File: src/rtl/irq_node_pkg.sv
package irq_node_pkg;

  typedef enum logic [1:0] {
    SEL_FLAG_CLR = 2'd0,
    SEL_FLAG_SET = 2'd1,
    SEL_EVT_EN   = 2'd2,
    SEL_CTRL     = 2'd3
  } reg_sel_e;

  localparam int CTRL_NODE_EN_BIT = 0;
  localparam int CTRL_MODE_BIT    = 1;
  localparam int CTRL_GLOBAL_BIT  = 2;
  localparam int CTRL_W           = 3;

  // Does any enabled event qualify for the pending latch this cycle?
  function automatic logic pend_set_fn(input logic evt_hit,
                                       input logic node_en,
                                       input logic mode);
    if (mode) pend_set_fn = evt_hit;
    else      pend_set_fn = evt_hit & node_en;
  endfunction

  // Indirect software clear condition for the pending latch.
  function automatic logic pend_clr_fn(input logic qual_any,
                                       input logic node_en,
                                       input logic mode);
    if (mode) pend_clr_fn = ~qual_any;
    else      pend_clr_fn = ~node_en;
  endfunction

endpackage

File: src/rtl/irq_cfg_regs.sv
module irq_cfg_regs
  import irq_node_pkg::*;
#(
  parameter int NUM_SRC = 4,
  parameter int DATA_W  = 4
) (
  input  logic               clk,
  input  logic               rst_n,
  input  logic               wr_i,
  input  logic [1:0]         sel_i,
  input  logic [DATA_W-1:0]  wdata_i,
  output logic [NUM_SRC-1:0] en_d,
  output logic [NUM_SRC-1:0] en_q,
  output logic               node_en_d,
  output logic               node_en_q,
  output logic               mode_d,
  output logic               mode_q,
  output logic               gen_q
);

  logic wr_en, wr_ctrl, gen_d;

  assign wr_en   = wr_i && (reg_sel_e'(sel_i) == SEL_EVT_EN);
  assign wr_ctrl = wr_i && (reg_sel_e'(sel_i) == SEL_CTRL);

  always_comb begin
    en_d      = en_q;
    node_en_d = node_en_q;
    mode_d    = mode_q;
    gen_d     = gen_q;
    if (wr_en) en_d = wdata_i[NUM_SRC-1:0];
    if (wr_ctrl) begin
      node_en_d = wdata_i[CTRL_NODE_EN_BIT];
      mode_d    = wdata_i[CTRL_MODE_BIT];
      gen_d     = wdata_i[CTRL_GLOBAL_BIT];
    end
  end

  always_ff @(posedge clk or negedge rst_n) begin
    if (!rst_n) begin
      en_q      <= '0;
      node_en_q <= 1'b0;
      mode_q    <= 1'b0;
      gen_q     <= 1'b0;
    end else begin
      en_q      <= en_d;
      node_en_q <= node_en_d;
      mode_q    <= mode_d;
      gen_q     <= gen_d;
    end
  end

  // control write lands at the next edge
  p_ctrl_load_r12: assert property (@(posedge clk) disable iff (!rst_n)
    wr_ctrl |=> (mode_q == $past(wdata_i[CTRL_MODE_BIT])) &&
                (node_en_q == $past(wdata_i[CTRL_NODE_EN_BIT])));

endmodule

File: src/rtl/irq_src_slice.sv
module irq_src_slice (
  input  logic clk,
  input  logic rst_n,
  input  logic evt_i,
  input  logic sw_clr_i,
  input  logic sw_set_i,
  output logic flag_d,
  output logic flag_q
);

  // Event and software set both beat a software clear.
  assign flag_d = evt_i | sw_set_i | (flag_q & ~sw_clr_i);

  always_ff @(posedge clk or negedge rst_n) begin
    if (!rst_n) flag_q <= 1'b0;
    else        flag_q <= flag_d;
  end

  // event always sets the flag
  p_evt_sets_flag_r2: assert property (@(posedge clk) disable iff (!rst_n)
    evt_i |=> flag_q);

  // clear without event or set drops the flag
  p_clr_drops_flag_r11: assert property (@(posedge clk) disable iff (!rst_n)
    (sw_clr_i && !evt_i && !sw_set_i) |=> !flag_q);

endmodule

File: src/rtl/irq_pend_latch.sv
module irq_pend_latch (
  input  logic clk,
  input  logic rst_n,
  input  logic set_i,
  input  logic clr_i,
  input  logic ack_i,
  output logic pend_q
);

  logic pend_d;

  // Set wins over both acknowledge and indirect clear.
  always_comb begin
    pend_d = pend_q;
    if (ack_i || clr_i) pend_d = 1'b0;
    if (set_i)          pend_d = 1'b1;
  end

  always_ff @(posedge clk or negedge rst_n) begin
    if (!rst_n) pend_q <= 1'b0;
    else        pend_q <= pend_d;
  end

  // latch only rises after a qualified event
  p_rise_needs_evt_r7: assert property (@(posedge clk) disable iff (!rst_n)
    $rose(pend_q) |-> $past(set_i));

  // acknowledge with no competing event drops the latch
  p_ack_clears_r6: assert property (@(posedge clk) disable iff (!rst_n)
    (ack_i && !set_i) |=> !pend_q);

  // event beats acknowledge
  p_evt_wins_ack_r10: assert property (@(posedge clk) disable iff (!rst_n)
    (ack_i && set_i) |=> pend_q);

endmodule

File: src/rtl/irq_node_ctrl.sv
module irq_node_ctrl
  import irq_node_pkg::*;
#(
  parameter int NUM_SRC = 4,
  parameter int DATA_W  = (NUM_SRC > CTRL_W) ? NUM_SRC : CTRL_W
) (
  input  logic               clk,
  input  logic               rst_n,
  input  logic [NUM_SRC-1:0] evt_i,
  input  logic               wr_i,
  input  logic [1:0]         sel_i,
  input  logic [DATA_W-1:0]  wdata_i,
  input  logic               ack_i,
  output logic               irq_o,
  output logic [NUM_SRC-1:0] flags_o,
  output logic               pending_o
);

  logic [NUM_SRC-1:0] en_d, en_q;
  logic               node_en_d, node_en_q, mode_d, mode_q, gen_q;
  logic [NUM_SRC-1:0] flag_d, flag_q;
  logic [NUM_SRC-1:0] evt_qual;
  logic               evt_hit, qual_any_d, pend_set, pend_clr, pend_q;
  logic               wr_clr, wr_set;

  irq_cfg_regs #(.NUM_SRC(NUM_SRC), .DATA_W(DATA_W)) u_cfg (
    .clk(clk), .rst_n(rst_n), .wr_i(wr_i), .sel_i(sel_i), .wdata_i(wdata_i),
    .en_d(en_d), .en_q(en_q), .node_en_d(node_en_d), .node_en_q(node_en_q),
    .mode_d(mode_d), .mode_q(mode_q), .gen_q(gen_q)
  );

  assign wr_clr = wr_i && (reg_sel_e'(sel_i) == SEL_FLAG_CLR);
  assign wr_set = wr_i && (reg_sel_e'(sel_i) == SEL_FLAG_SET);

  for (genvar i = 0; i < NUM_SRC; i++) begin : g_src
    irq_src_slice u_slice (
      .clk(clk), .rst_n(rst_n), .evt_i(evt_i[i]),
      .sw_clr_i(wr_clr && wdata_i[i]), .sw_set_i(wr_set && wdata_i[i]),
      .flag_d(flag_d[i]), .flag_q(flag_q[i])
    );
  end

  // Qualification uses next-state configuration and flags.
  assign evt_qual   = evt_i & en_d;
  assign evt_hit    = |evt_qual;
  assign qual_any_d = |(flag_d & en_d);
  assign pend_set   = pend_set_fn(evt_hit, node_en_d, mode_d);
  assign pend_clr   = pend_clr_fn(qual_any_d, node_en_d, mode_d);

  irq_pend_latch u_pend (
    .clk(clk), .rst_n(rst_n), .set_i(pend_set), .clr_i(pend_clr),
    .ack_i(ack_i), .pend_q(pend_q)
  );

  assign irq_o     = pend_q & gen_q;
  assign flags_o   = flag_q;
  assign pending_o = pend_q;

  // in mode 1 a set latch always has an enabled flag behind it
  p_mode1_backed_r8: assert property (@(posedge clk) disable iff (!rst_n)
    (pend_q && mode_q) |-> |(flag_q & en_q));

  // in mode 0 a set latch implies node enable
  p_mode0_backed_r9: assert property (@(posedge clk) disable iff (!rst_n)
    (pend_q && !mode_q) |-> node_en_q);

  // global enable gates the request
  p_irq_gated_r5: assert property (@(posedge clk) disable iff (!rst_n)
    !gen_q |-> !irq_o);

  // mode 0 with node disabled never raises the latch
  p_mode0_needs_node_r4: assert property (@(posedge clk) disable iff (!rst_n)
    (!mode_d && !node_en_d && !pend_q) |=> !pend_q);

endmodule

File: config.mk
export PLATFORM = sky130hd
export DESIGN_NAME = irq_node_ctrl
export DESIGN_NICKNAME = d
export VERILOG_FILES = /design/src/rtl/irq_node_pkg.sv /design/src/rtl/irq_cfg_regs.sv /design/src/rtl/irq_src_slice.sv /design/src/rtl/irq_pend_latch.sv /design/src/rtl/irq_node_ctrl.sv
export SDC_FILE = /design/constraint.sdc
export NUM_CORES = 1
export LEC_CHECK = 0
export ABC_AREA = 1
export BUFFER_PORTS_ARGS = -buffer_cell sky130_fd_sc_hd__buf_2
export CAP_MARGIN = 25
export CORE_MARGIN = 1.5
export CORE_UTILIZATION = 52
export DETAILED_ROUTE_END_ITERATION = 12
export GPL_TIMING_DRIVEN = 0
export PLACE_DENSITY = 0.89
export SLEW_MARGIN = 5
export SYNTH_ARGS = -nofsm -noshare
export SYNTH_HDL_FRONTEND = slang
export SYNTH_SLANG_ARGS = --single-unit
export TNS_END_PERCENT = 20
File: constraint.sdc
create_clock -name clk -period 1.59 [get_ports clk]
set_input_delay 0.0795 -clock clk [delete_from_list [all_inputs] [get_ports clk]]
set_output_delay 0.0795 -clock clk [all_outputs]
set_load 0.03 [all_outputs]
After elaboration in Yosys (flattened, before gate mapping). Cells that the tools add are included.

Register bits: 12. Output and inout bits: 6. Word-level logic and storage cells: 58.

Equal/unequal tests: 3. Multiplexer cells: 7. Bitwise gates (word level): 22. Reduce and logical (&&, ||, !) cells: 17.

Operator list (count): 1-bit logical AND (12); 4-bit AND (2); 1-bit bitwise OR (8); 4-bit OR reduction (2); 1-bit AND (6); 1-bit 2-to-1 mux (6); 1-bit NOT (6); 2-bit equality test (second input constant) (2); 4-bit 2-to-1 mux (1); 2-bit by 1-bit equality test with 1-bit output (second input constant) (1); 2-bit zero test (1); 2-bit nonzero test (1); 1-bit logical OR (1).

Logic depth before layout (Yosys ltp).
Word-level depth: 13. Mapped depth: 9. Gate-level depth less buffers: 9.

By module. From an unflattened synthesis, not the netlist that was laid out.

Cells, all modules: 96. Area, all modules: 669.4 µm².

By module, submodules not included: irq_cfg_regs (times used 1, cells each 33, area an instance 305.3 µm²); irq_node_ctrl (times used 1, cells each 38, area an instance 163.9 µm²); irq_src_slice (times used 4, cells each 5, area an instance 40.0 µm²); irq_pend_latch (times used 1, cells each 5, area an instance 40.0 µm²).

Least setup slack after synthesis. OpenSTA, ideal clock, no wires.

Path type: reg-to-reg. From: reg u_cfg.mode_q. To: reg u_pend.pend_q. Setup time: 0.121 ns. Data arrival time: 0.803 ns. Slack: 0.666 ns. Cell stages (with the launch flop): 8. Buffers on the path: 0. Cells stage by stage: dfrtp_1 > inv_1 > nand2_1 > o21ai_1 > nand2_1 > nand3b_1 > o21bai_1 > nand2_1.

Word-level cells in the longest chain between the ends: 4. Elaborated cells between the ends (all ways): 6.

Ends and longest elaborated chain: from (decl) (RTL line irq_cfg_regs.sv:17) `output logic mode_q,`; from (signal assigned) (RTL line irq_cfg_regs.sv:48) `mode_q <= mode_d;`; 1-bit 2-to-1 mux (*) (RTL line irq_cfg_regs.sv:32) `if (wr_ctrl) begin`; 1-bit 2-to-1 mux (RTL line irq_node_pkg.sv:27) `if (mode) pend_clr_fn = ~qual_any;`; 1-bit logical OR (RTL line irq_pend_latch.sv:15) `if (ack_i || clr_i) pend_d = 1'b0;`; 2-bit nonzero test (no line); to (signal assigned) (RTL line irq_pend_latch.sv:21) `else pend_q <= pend_d;`; to (decl) (RTL line irq_pend_latch.sv:7) `output logic pend_q`.

Every way passes the cells marked *; elsewhere a longest branch is shown, timed or not. A chain may end at the register's enable or synchronous reset.

Worst setup path in the final report.
From: reg g_src[1].u_slice.flag_q. To: out flags_o[1].

RTL lines: from (decl) (RTL line irq_src_slice.sv:8) `output logic flag_q`; from (signal assigned) (RTL line irq_src_slice.sv:16) `else flag_q <= flag_d;`; to (decl) (RTL line irq_node_ctrl.sv:15) `output logic [NUM_SRC-1:0] flags_o,`.

No word-level cell between the ends.

==> flow_summary.toml <==
[worst_setup_path]
r2r_end = "u_pend.pend_q"
worstPathMaxFanout = 2
r2r_cells = 7
worstPathArrival_ns = 0.97
cp_slowest_stage_delay_ns = 0.39
reg2reg_slack_ns = 0.58
required_ns = 1.51
crit_path_start_kind = "flip-flop"
r2r-start = "u_cfg.node_en_q"
crit_slowest_cell = "dfrtp_1"
path_class = "reg -> out"
crit_path_cell_trace = "buf_4 > buf_2"
endpoint_kind = "output port"

[synth]
synth_cell_types = 15
ys_warn_count = 0
synth_seq_cells = 12
synth_top_area_cell = "dfrtp_1"
synth_nets = 102
muxShareOfSynthArea_pct = 0
synth_top_family_by_area = "simple AND/OR/NAND/NOR gates"
synthAdderAreaFrac_pct = 0
synth_area_leaders = "dfrtp_1, nand2_1, inv_1, nand4_1, o21ai_2"
synthCells = 88
synth-xor-area-share_pct = 0
synth_top_cell_area_share_pct = 43.9
seq_area_frac_synth_pct = 43.9
synth.cell_area_um2 = 684
synth-simple-area-share_pct = 29.4
synth-compound-area-share_pct = 9.87
synth.avg_cell_area_um2 = 7.78

[routing]
drt_iter0_markers = 6
drc = 0
vias = 612
drt_wl_total_mm = 1.36
final_antenna_net_count = 0
wire_per_inst_um = 10.9
via_per_inst = 4.90
firstDrtPassIters = 4

[timing]
period_needed_ns = 1.05
finalHoldViolations = 0
grt_setup_unrepaired = "no"
final_max_slew_viol_count = 0
final.setup.tns_ns = 0
worstMarginPinSlew_ns = 0.261
slew-limit-headroom_pct = 82.6
fin_crit_sh_pct = 66.0
finClkSkew_ns = 0.00157
max_clock_freq_mhz = 953
hold_ws_ns = 0.0862
finalSetupViolations = 0
fin_ws_ns = 0.541

[global_route]
grt_overflow = 0
grt_pass1_vias = 584
grt_antenna_before_repair = 0
grt_pass1_wl_mm = 2.39
grtUsageTotal_pct = 24.3
grt_max_degree = 13

[cts]
cts_tree = "built"
cts_num_sinks = 12
insertion_delay_ns = 0.28
clk_pin_slew_ns = 0.08
post_cts_resized = 0
clockBufferDepth = 2
numCtsBuffers = 3
h-tree-depth = 1
cts-root-buf = "clkbuf_4"

[die]
die-area_um2 = 1540
fp.dieH_um = 39.3
ios = 20
die_w_um = 39.3
coreArea_um2 = 1170
rows = 12
initial_core_util_pct = 58.4

[min_path]
hp-class = "in -> reg"
holdPathEnd = "u_cfg.en_q[3]"
whs_path_depth = 3
worstHoldStart = "wdata_i[3]"

[cells_and_area]
area_growth_pct = 22.5
diodes = 0
nets = 126
layout-drive-gt1-share_pct = 31.5
stdcell_count = 125

[status]
status = "finished, final reports clean"

[run]
timing.max_cap.violations = 0

[placement]
dp_hpwl_mm = 1.06
dpl.cell_count = 120
place.gp.congestion = 0.807
detailedPlace.worstSlack_ns = 0.488
port_buffers = 18

[pwr]
ir_drop_v = 0.000619
powerDensity_nw_per_um2 = 979
leakage_nw = 0.468
==> where the power goes <==
group | internal [mW] | leakage (nW) | switching (mW)
sequential | 0.344 | 0.132 | 0.0158
combinational | 0.0779 | 0.316 | 0.135
clock | 0.139 | 0.0210 | 0.109
==> cells in the mapped netlist, drive strengths merged <==
| cell | count |
|---|---|
| nand3 | 4 |
| o21ai | 9 |
| clkbuf | 1 |
| nand2 | 30 |
| o21bai | 1 |
| nand3b | 1 |
| dfrtp | 12 |
| buf | 4 |
| inv | 19 |
| nand4 | 7 |
==> registers in the layout, indices dropped and copies added (netlist names) <==
register / flops
u_cfg.gen_q: 1
u_cfg.en_q: 4
g_src.u_slice.flag_q: 4
u_pend.pend_q: 1
u_cfg.node_en_q: 1
u_cfg.mode_q: 1
==> metal layers <==
| layer | track usage, % | up-vias | share of wire [%] |
|---|---|---|---|
| li1 | - | 319 | - |
| met1 | 27.0 | 274 | 44 |
| met2 | 40.4 | 16 | 50 |
| met3 | 7.39 | 3 | 4.3 |
| met4 | 14.7 | 0 | 1.7 |
| met5 | 0 | - | 0 |
==> area by class of cell <==
class / instances / area [um2]
clock buffers: 4 / 36.3
well taps: 14 / 17.5
fillers: 98 / 333
multi-input cells: 52 / 269
repair buffers: 19 / 100
flip-flops and latches: 12 / 300
inverters: 19 / 71.3
plain buffers: 5 / 43.8
==> kinds of logic (layout without fill, tap and decap cells) <==
logic type             after synthesis  count (layout)
buffers and inverters               24              47
DFF                                 12              12
AOI/OAI and AO/OA                   10              10
and+or+nand+nor                     42              42
==> worst max-delay path by stage <==
stage	from	end	cells after the start
after floorplan	u_cfg.mode_q	u_pend.pend_q	7
after detailed placement	sel_i[0]	u_pend.pend_q	9
after global routing	u_cfg.node_en_q	u_pend.pend_q	7
final	g_src[1].u_slice.flag_q	flags_o[1]	2
after global placement	sel_i[0]	u_pend.pend_q	9
after CTS	g_src[1].u_slice.flag_q	flags_o[1]	2
==> what timing repair did <==
action | 4_1_cts | 5_1_grt
buffers inserted | 0 | 0
hold buffers | 1 | 0
endpoints found under the hold margin | 12 | 0
==> worst max-delay path, delay by kind of cell, from the launching register on <==
kind     cells  cell delay (ns)
flops        1             0.39
buf+inv      2             0.29
==> metrics by stage <==
step | cell area [um2] | power (mW) | util [%]
2_1_floorplan | 684 | 0.510 | -
3_3_place_gp | 792 | 0.569 | 67.6
3_5_place_dp | 792 | 0.577 | 67.6
4_1_cts | 838 | 0.821 | 71.6
5_1_grt | 838 | 0.872 | 71.6
6_report | 838 | 0.821 | 71.6
==> cell usage in the layout (no fill, tap or decap) <==
master          n
buf_2          18
buf_4           4
clkbuf_4        3
clkbuf_8        2
dfrtp_1        12
dlygate4sd3_1   1
inv_1          17
inv_2           2
nand2_1        30
nand3_1         2
nand3_2         1
nand3_4         1
nand3b_1        1
nand4_1         7
o21ai_0         1
o21ai_1         4
o21ai_2         4
o21bai_1        1
Note: power is estimated with default switching activity, not from simulation.
